**config.mk**
```make
export PLATFORM = sky130hd
export DESIGN_NAME = phased_port
export DESIGN_NICKNAME = d
export VERILOG_FILES = /design/src/rtl/phased_port.sv
export SDC_FILE = /design/constraint.sdc
export NUM_CORES = 1
export LEC_CHECK = 0
export BUFFER_PORTS_ARGS = -buffer_cell sky130_fd_sc_hd__buf_2
export CAP_MARGIN = 20
export CORE_MARGIN = 2
export CORE_UTILIZATION = 45
export DETAILED_ROUTE_END_ITERATION = 12
export PLACE_DENSITY_LB_ADDON = 0.05
export SLEW_MARGIN = 0
export SYNTH_ARGS = -nofsm -noshare
export SYNTH_HDL_FRONTEND = slang
export SYNTH_SLANG_ARGS = --single-unit
```
**constraint.sdc**
```tcl
create_clock -name clk -period 1.4 [get_ports clk]
set_clock_uncertainty 0.15 [all_clocks]
set_input_delay 0.28 -clock clk [delete_from_list [all_inputs] [get_ports clk]]
set_output_delay 0.28 -clock clk [all_outputs]
set_load 0.02 [all_outputs]
```
**src/rtl/phased_port.sv**
```systemverilog
module phased_port #(
  parameter int WIDTH     = 8,
  parameter int STATES    = 6,
  parameter bit STRONG_PU = 1'b1
) (
  input  logic                       clk,
  input  logic                       rst_n,
  input  logic                       wr_byte,
  input  logic                       wr_bit,
  input  logic [$clog2(WIDTH)-1:0]   bit_sel,
  input  logic                       bit_val,
  input  logic [WIDTH-1:0]           wr_data,
  input  logic [WIDTH-1:0]           pin_in,
  output logic [$clog2(STATES+1)-1:0] state_num,
  output logic                       phase2,
  output logic [WIDTH-1:0]           pin_out,
  output logic [WIDTH-1:0]           pullup_en,
  output logic [WIDTH-1:0]           latch_rd,
  output logic [WIDTH-1:0]           pin_rd
);
  localparam int SW = $clog2(STATES+1);
  localparam logic [SW-1:0] LAST_ST = SW'(STATES-1);

  logic [SW-1:0]    st;
  logic             ph;
  logic [WIDTH-1:0] latch_q, latch_nx, obuf_q, sync1_q, sync2_q;
  logic             last_phase, first_state;

  assign last_phase  = (st == LAST_ST) && ph;
  assign first_state = (st == '0);

  always_ff @(posedge clk) begin
    if (!rst_n) begin
      st <= '0;
      ph <= 1'b0;
    end else begin
      ph <= ~ph;
      if (ph) st <= (st == LAST_ST) ? '0 : st + 1'b1;
    end
  end

  assign state_num = st + 1'b1;
  assign phase2    = ph;

  always_comb begin
    latch_nx = latch_q;
    if (wr_byte)     latch_nx = wr_data;
    else if (wr_bit) latch_nx[bit_sel] = bit_val;
  end

  always_ff @(posedge clk) begin
    if (!rst_n) begin
      latch_q <= '1;
      obuf_q  <= '1;
    end else begin
      if (last_phase) latch_q <= latch_nx;
      if (!ph)        obuf_q  <= latch_q;
    end
  end

  assign pin_out  = ph ? obuf_q : latch_q;
  assign latch_rd = latch_q;

  generate
    if (STRONG_PU) begin : g_pu
      logic [WIDTH-1:0] pu_q;
      always_ff @(posedge clk) begin
        if (!rst_n)                pu_q <= '0;
        else if (last_phase)       pu_q <= latch_nx & ~latch_q;
        else if (first_state && ph) pu_q <= '0;
      end
      assign pullup_en = pu_q;
    end else begin : g_no_pu
      assign pullup_en = '0;
      a_r7_no_pullup: assert property (@(posedge clk) disable iff (!rst_n)
        pullup_en == '0);
    end
  endgenerate

  always_ff @(posedge clk) begin
    if (!rst_n) begin
      sync1_q <= '0;
      sync2_q <= '0;
    end else begin
      sync1_q <= pin_in;
      sync2_q <= sync1_q;
    end
  end
  assign pin_rd = sync2_q;

  a_r1_wrap: assert property (@(posedge clk) disable iff (!rst_n)
    last_phase |=> (state_num == 1 && !phase2));
  a_r3_latch_window: assert property (@(posedge clk) disable iff (!rst_n)
    !last_phase |=> $stable(latch_rd));
  a_r5_p2_hold: assert property (@(posedge clk) disable iff (!rst_n)
    phase2 |-> pin_out == $past(pin_out));
  a_r6_pu_state1: assert property (@(posedge clk) disable iff (!rst_n)
    (pullup_en != '0) |-> state_num == 1);
  a_r6_pu_high_pin: assert property (@(posedge clk) disable iff (!rst_n)
    (pullup_en & ~pin_out) == '0);
endmodule

```
Word-level counts from Yosys, hierarchy flattened. Cells that the tools add are included.

Flip-flop bits (word level): 44. Bits of input ports: 24. Output and inout bits: 36. Word-level logic and storage cells: 28.

Add/sub/neg operators: 1. $lt $le $gt $ge: 2. Equality and inequality tests: 1. Multiplexer cells: 9. Bitwise logic cells: 3. Reductions and logical operators: 5.

Operators with widths (count): 8-bit two-way mux (5); 8-bit bitwise AND (1); 8-bit bitwise mux (1); 8-bit NOT (1); 3-bit by 4-bit less-than comparator with 1-bit output, second input constant (1); 3-bit by 1-bit adder with 3-bit output, second input constant (1); 1-bit demux with 3-bit select (1); 3-bit equality test, second input constant (1); 3-bit by 1-bit greater-or-equal comparator with 1-bit output, second input constant (1); 1-bit logical AND (3); 3-bit zero test (1); 3-bit two-way mux (1); 2-bit nonzero test (1); 1-bit two-way mux (1); 1-bit NOT (1).

Logic depth before layout (Yosys ltp).
Depth in word-level cells: 9. Depth in mapped cells: 6. Mapped depth without buffers: 5.

Worst setup path before layout. Ideal clock, no wire load.

Path kind: reg-to-reg. From: register ph (netlist: phase2). To: register obuf_q[1]. Library setup time: 0.120 ns. Arrival: 1.290 ns. Data required time: 1.130 ns. Path slack: -0.160 ns. Stages on the path, launching flop included: 5. Path buffers: 2. Clock period less this slack: 1.560 ns. Cells stage by stage: dfxtp_1 -> buf_6 -> buf_6 -> mux2_4 -> or2_1.

Longest elaborated chain between the ends: 1.

RTL lines: from (decl) (RTL line 25) `logic ph;`; from (signal assigned) (RTL line 37) `ph <= ~ph;`; 8-bit two-way mux; via pin_out[1] (RTL line 16) `output logic [WIDTH-1:0] pin_out,`; to (signal assigned) (RTL line 57) `if (!ph) obuf_q <= latch_q;`; to (decl) (RTL line 26) `logic [WIDTH-1:0] latch_q, latch_nx, obuf_q, sync1_q, sync2_q;`.

The timed path passes the listed nets, and every way through them passes these cells. A chain may end at the register's enable or synchronous reset.

Worst setup path after layout.
From: register ph (netlist: phase2). To: output port pin_out[2].

Longest elaborated chain between the ends: 1.

RTL lines: 8-bit two-way mux (RTL line 61) `assign pin_out = ph ? obuf_q : latch_q;`; to (decl) (RTL line 16).

Every way passes these cells.

==> flow_summary.toml <==
[global_route]
antenna_found_initial = 0
grt_pass1_vias = 1510
grt-ovfl-total = 0
track_usage_pct = 21.6
grt_max_degree = 21
grt_pass1_wl_um = 7170

[final_layout]
antenna_cells = 0
most-common-layout-cells = "45 x buf_2, 39 x dfxtp_1, 22 x buf_6, 18 x buf_4, 16 x and2_1"
area_delta_synth_final_pct = 52.1
drive_gt1_share_pct = 53.7
final_nets = 284
multi_input_area_sq_um = 1060
layout.cell_area.non_filler_sq_um = 2760
fillers = 311
final_common_cell = "buf_2"
register_area_sq_um = 892

[floorplanning]
dieArea_sq_um = 4560
rows = 23
dieWidth_um = 67.5
initial_core_util_pct = 46.1
boundaryPins = 60
core_area_sq_um = 3940
die_height_um = 67.5

[setup_path]
slowest_stage = "dfxtp_4"
critPathMaxStageDelay_ns = 0.36
startpoint_type = "flop"
cp-end-kind = "primary output"
crit_chain = "buf_4 > mux2_4 > buf_6"
path_class = "reg -> out"
worst_ep_required_time_ns = 0.97
critPathMaxFanout = 3
crit_arrival_ns = 1.26

[clock_tree]
cts_buffer_depth = 2
cts-buffers-inserted = 5
root_buffer = "clkbuf_8"
clk_pin_slew_ns = 0.08
clock_latency_ns = 0.30
cts_sinks = 44
ctsHtreeMaxLevel = 2
cts_tree = "yes"

[synth]
yosys.area.top_type = "dfxtp_1"
yosysSeqAreaShare_pct = 48.5
ys_seq_elements = 44
synthAdderAreaFrac_pct = 2.75
async_flop_share_pct = 0
synth_nets = 197
netlist_top_cells_area = "dfxtp_1 48%, and2_1 5.5%, mux2_2 4.3%"
synthXorXnorAreaFrac_pct = 0.482
synth_top_area_share_pct = 48.5
yosysWarnings = 0
syn_avg_cell_area_sq_um = 10.7
synth-compound-area-share_pct = 17.1
synth_cells = 169
syn_area_sq_um = 1820
synth_top_family_by_area = "simple AND/OR/NAND/NOR gates"
yosys-mux-area-fraction_pct = 6.54
synth_edf_count = 0
ys_types = 33
synth-simple-area-share_pct = 20.2
ys.flop_type = "dfxtp_1"

[sta]
period_needed_ns = 1.69
slew_violations = 0
fmax_mhz = 592
setup_ws_ns = -0.289
maxSlewHeadroom_pct = 75.1
finalSetupViolations = 21
hold_slack_ns = 0.0302
grt_setup_unrepaired = "yes"
finalHoldViolCount = 0
worst_pin_slew_ns = 0.373
post-route-period-util_pct = 121

[power_and_ir_drop]
p_total_mw = 2.50
combinationalPowerShare_pct = 16.2
p_int_mw = 1.83
p_sw_share_pct = 26.9
switchingPower_mw = 0.673
clockPowerShare_pct = 32.0
p_leak_nw = 1.19
power.density_nw_per_um2 = 905
seq_power_share_pct = 51.8
vdd_drop_max_v = 0.000657

[status]
outcome = "complete, but fails checks"
violations = "setup timing"

[placed_design]
place_area_sq_um = 2250
portBuffers = 59
globalplace.congestion = 0.827
dp_hpwl_um = 3040

[routing]
totalWireLength_um = 4950
via_per_inst = 5.30
detailroute.via_count = 1628
first_pass_iters = 4
post_drt_wl_per_cell_um = 16.1
drtIter0Drc = 180
drcViolationCount = 0
antenna_left = 0

[run]
cap_violations = 0

[hold_path]
hold_path_class = "in -> reg"
## stage by stage
step | utilization [%] | setup WS (ns) | TNS (ns) | cells
6_report | 70.1 | -0.289 | -4.27 | 307
4_1_cts | 66.7 | -0.287 | -3.74 | 303
2_1_floorplan | - | -0.0472 | -0.0496 | 169
5_1_grt | 70.1 | -0.330 | -5.71 | 307
3_3_place_gp | 57.0 | -0.0557 | -0.535 | 284
3_5_place_dp | 57.0 | -0.126 | -1.03 | 284
## cell families after synthesis
logic type,after synthesis
DFF,44
buffers and inverters,13
xor gates and xnor gates,1
adders and majority gates,4
AOI/OAI and AO/OA,37
and+or+nand+nor,60
muxes,10
## worst max-delay path, delay by kind of cell, from the launching register on
| family | cells | cell delay (ns) |
|---|---|---|
| buffers and inverters | 2 | 0.28 |
| flip-flops | 1 | 0.36 |
| multiplexers | 1 | 0.31 |
## cell usage after synthesis, drive strengths merged, types with 4 or more instances
master / count
mux2: 9
o2bb2ai: 8
o221ai: 8
buf: 5
nand2b: 4
or2: 17
and2: 16
nand2: 12
inv: 5
o2111ai: 8
dfxtp: 44
ha: 4
a22oi: 6
## cell type report
cell class / instances / share of cell area [%]
multi-input cells: 113 / 38.3
flip-flops and latches: 44 / 32.3
repair buffers: 87 / 23.0
clock buffers: 5 / 2.49
well taps: 50 / 2.26
inverters: 5 / 0.951
clock inverters: 3 / 0.679
## layer usage
metal	wire, um	GRT usage [%]	share of wire (%)	up-vias
li1	-	-	-	784
met1	2100	27.2	43	764
met2	2420	34.3	49	74
met3	381	6.67	7.7	6
met4	44	8.42	0.89	0
met5	0	0	0	-
## repair_timing
action / 4_1_cts / 5_1_grt
pin swaps: 2 / 21
hold buffers: 0 / 0
setup endpoints to repair: 20 / 26
gates resized for setup: 50 / 28
gates cloned: 0 / 1
buffers inserted: 11 / 3
## state kept, by name, summed over array words and instances (netlist names)
name / cells
obuf_q: 8
st: 3
pin_rd: 8
phase2: 1
latch_rd: 8
pullup_en: 8
sync1_q: 8
## path summary, 6_finish.rpt
path                    from      endpoint  slack (ns)  depth (start not counted)
setup reg to reg       st[0]  pullup_en[5]       -0.20                          6
hold / removal     pin_in[7]    sync1_q[7]        0.03                          2
setup / recovery      phase2    pin_out[2]       -0.29                          3
hold reg to reg   sync1_q[4]     pin_rd[4]        0.29                          1
## power groups by stage
stage	combinational [mW]	clock (mW)	sequential, mW
final	0.405	0.801	1.29
after global routing	0.434	0.875	1.30
after CTS	0.355	0.828	1.29
after detailed placement	0.262	0	1.33
after global placement	0.254	0	1.33
after floorplan	0.158	0	1.34
Note: power is estimated with default switching activity, not from simulation.
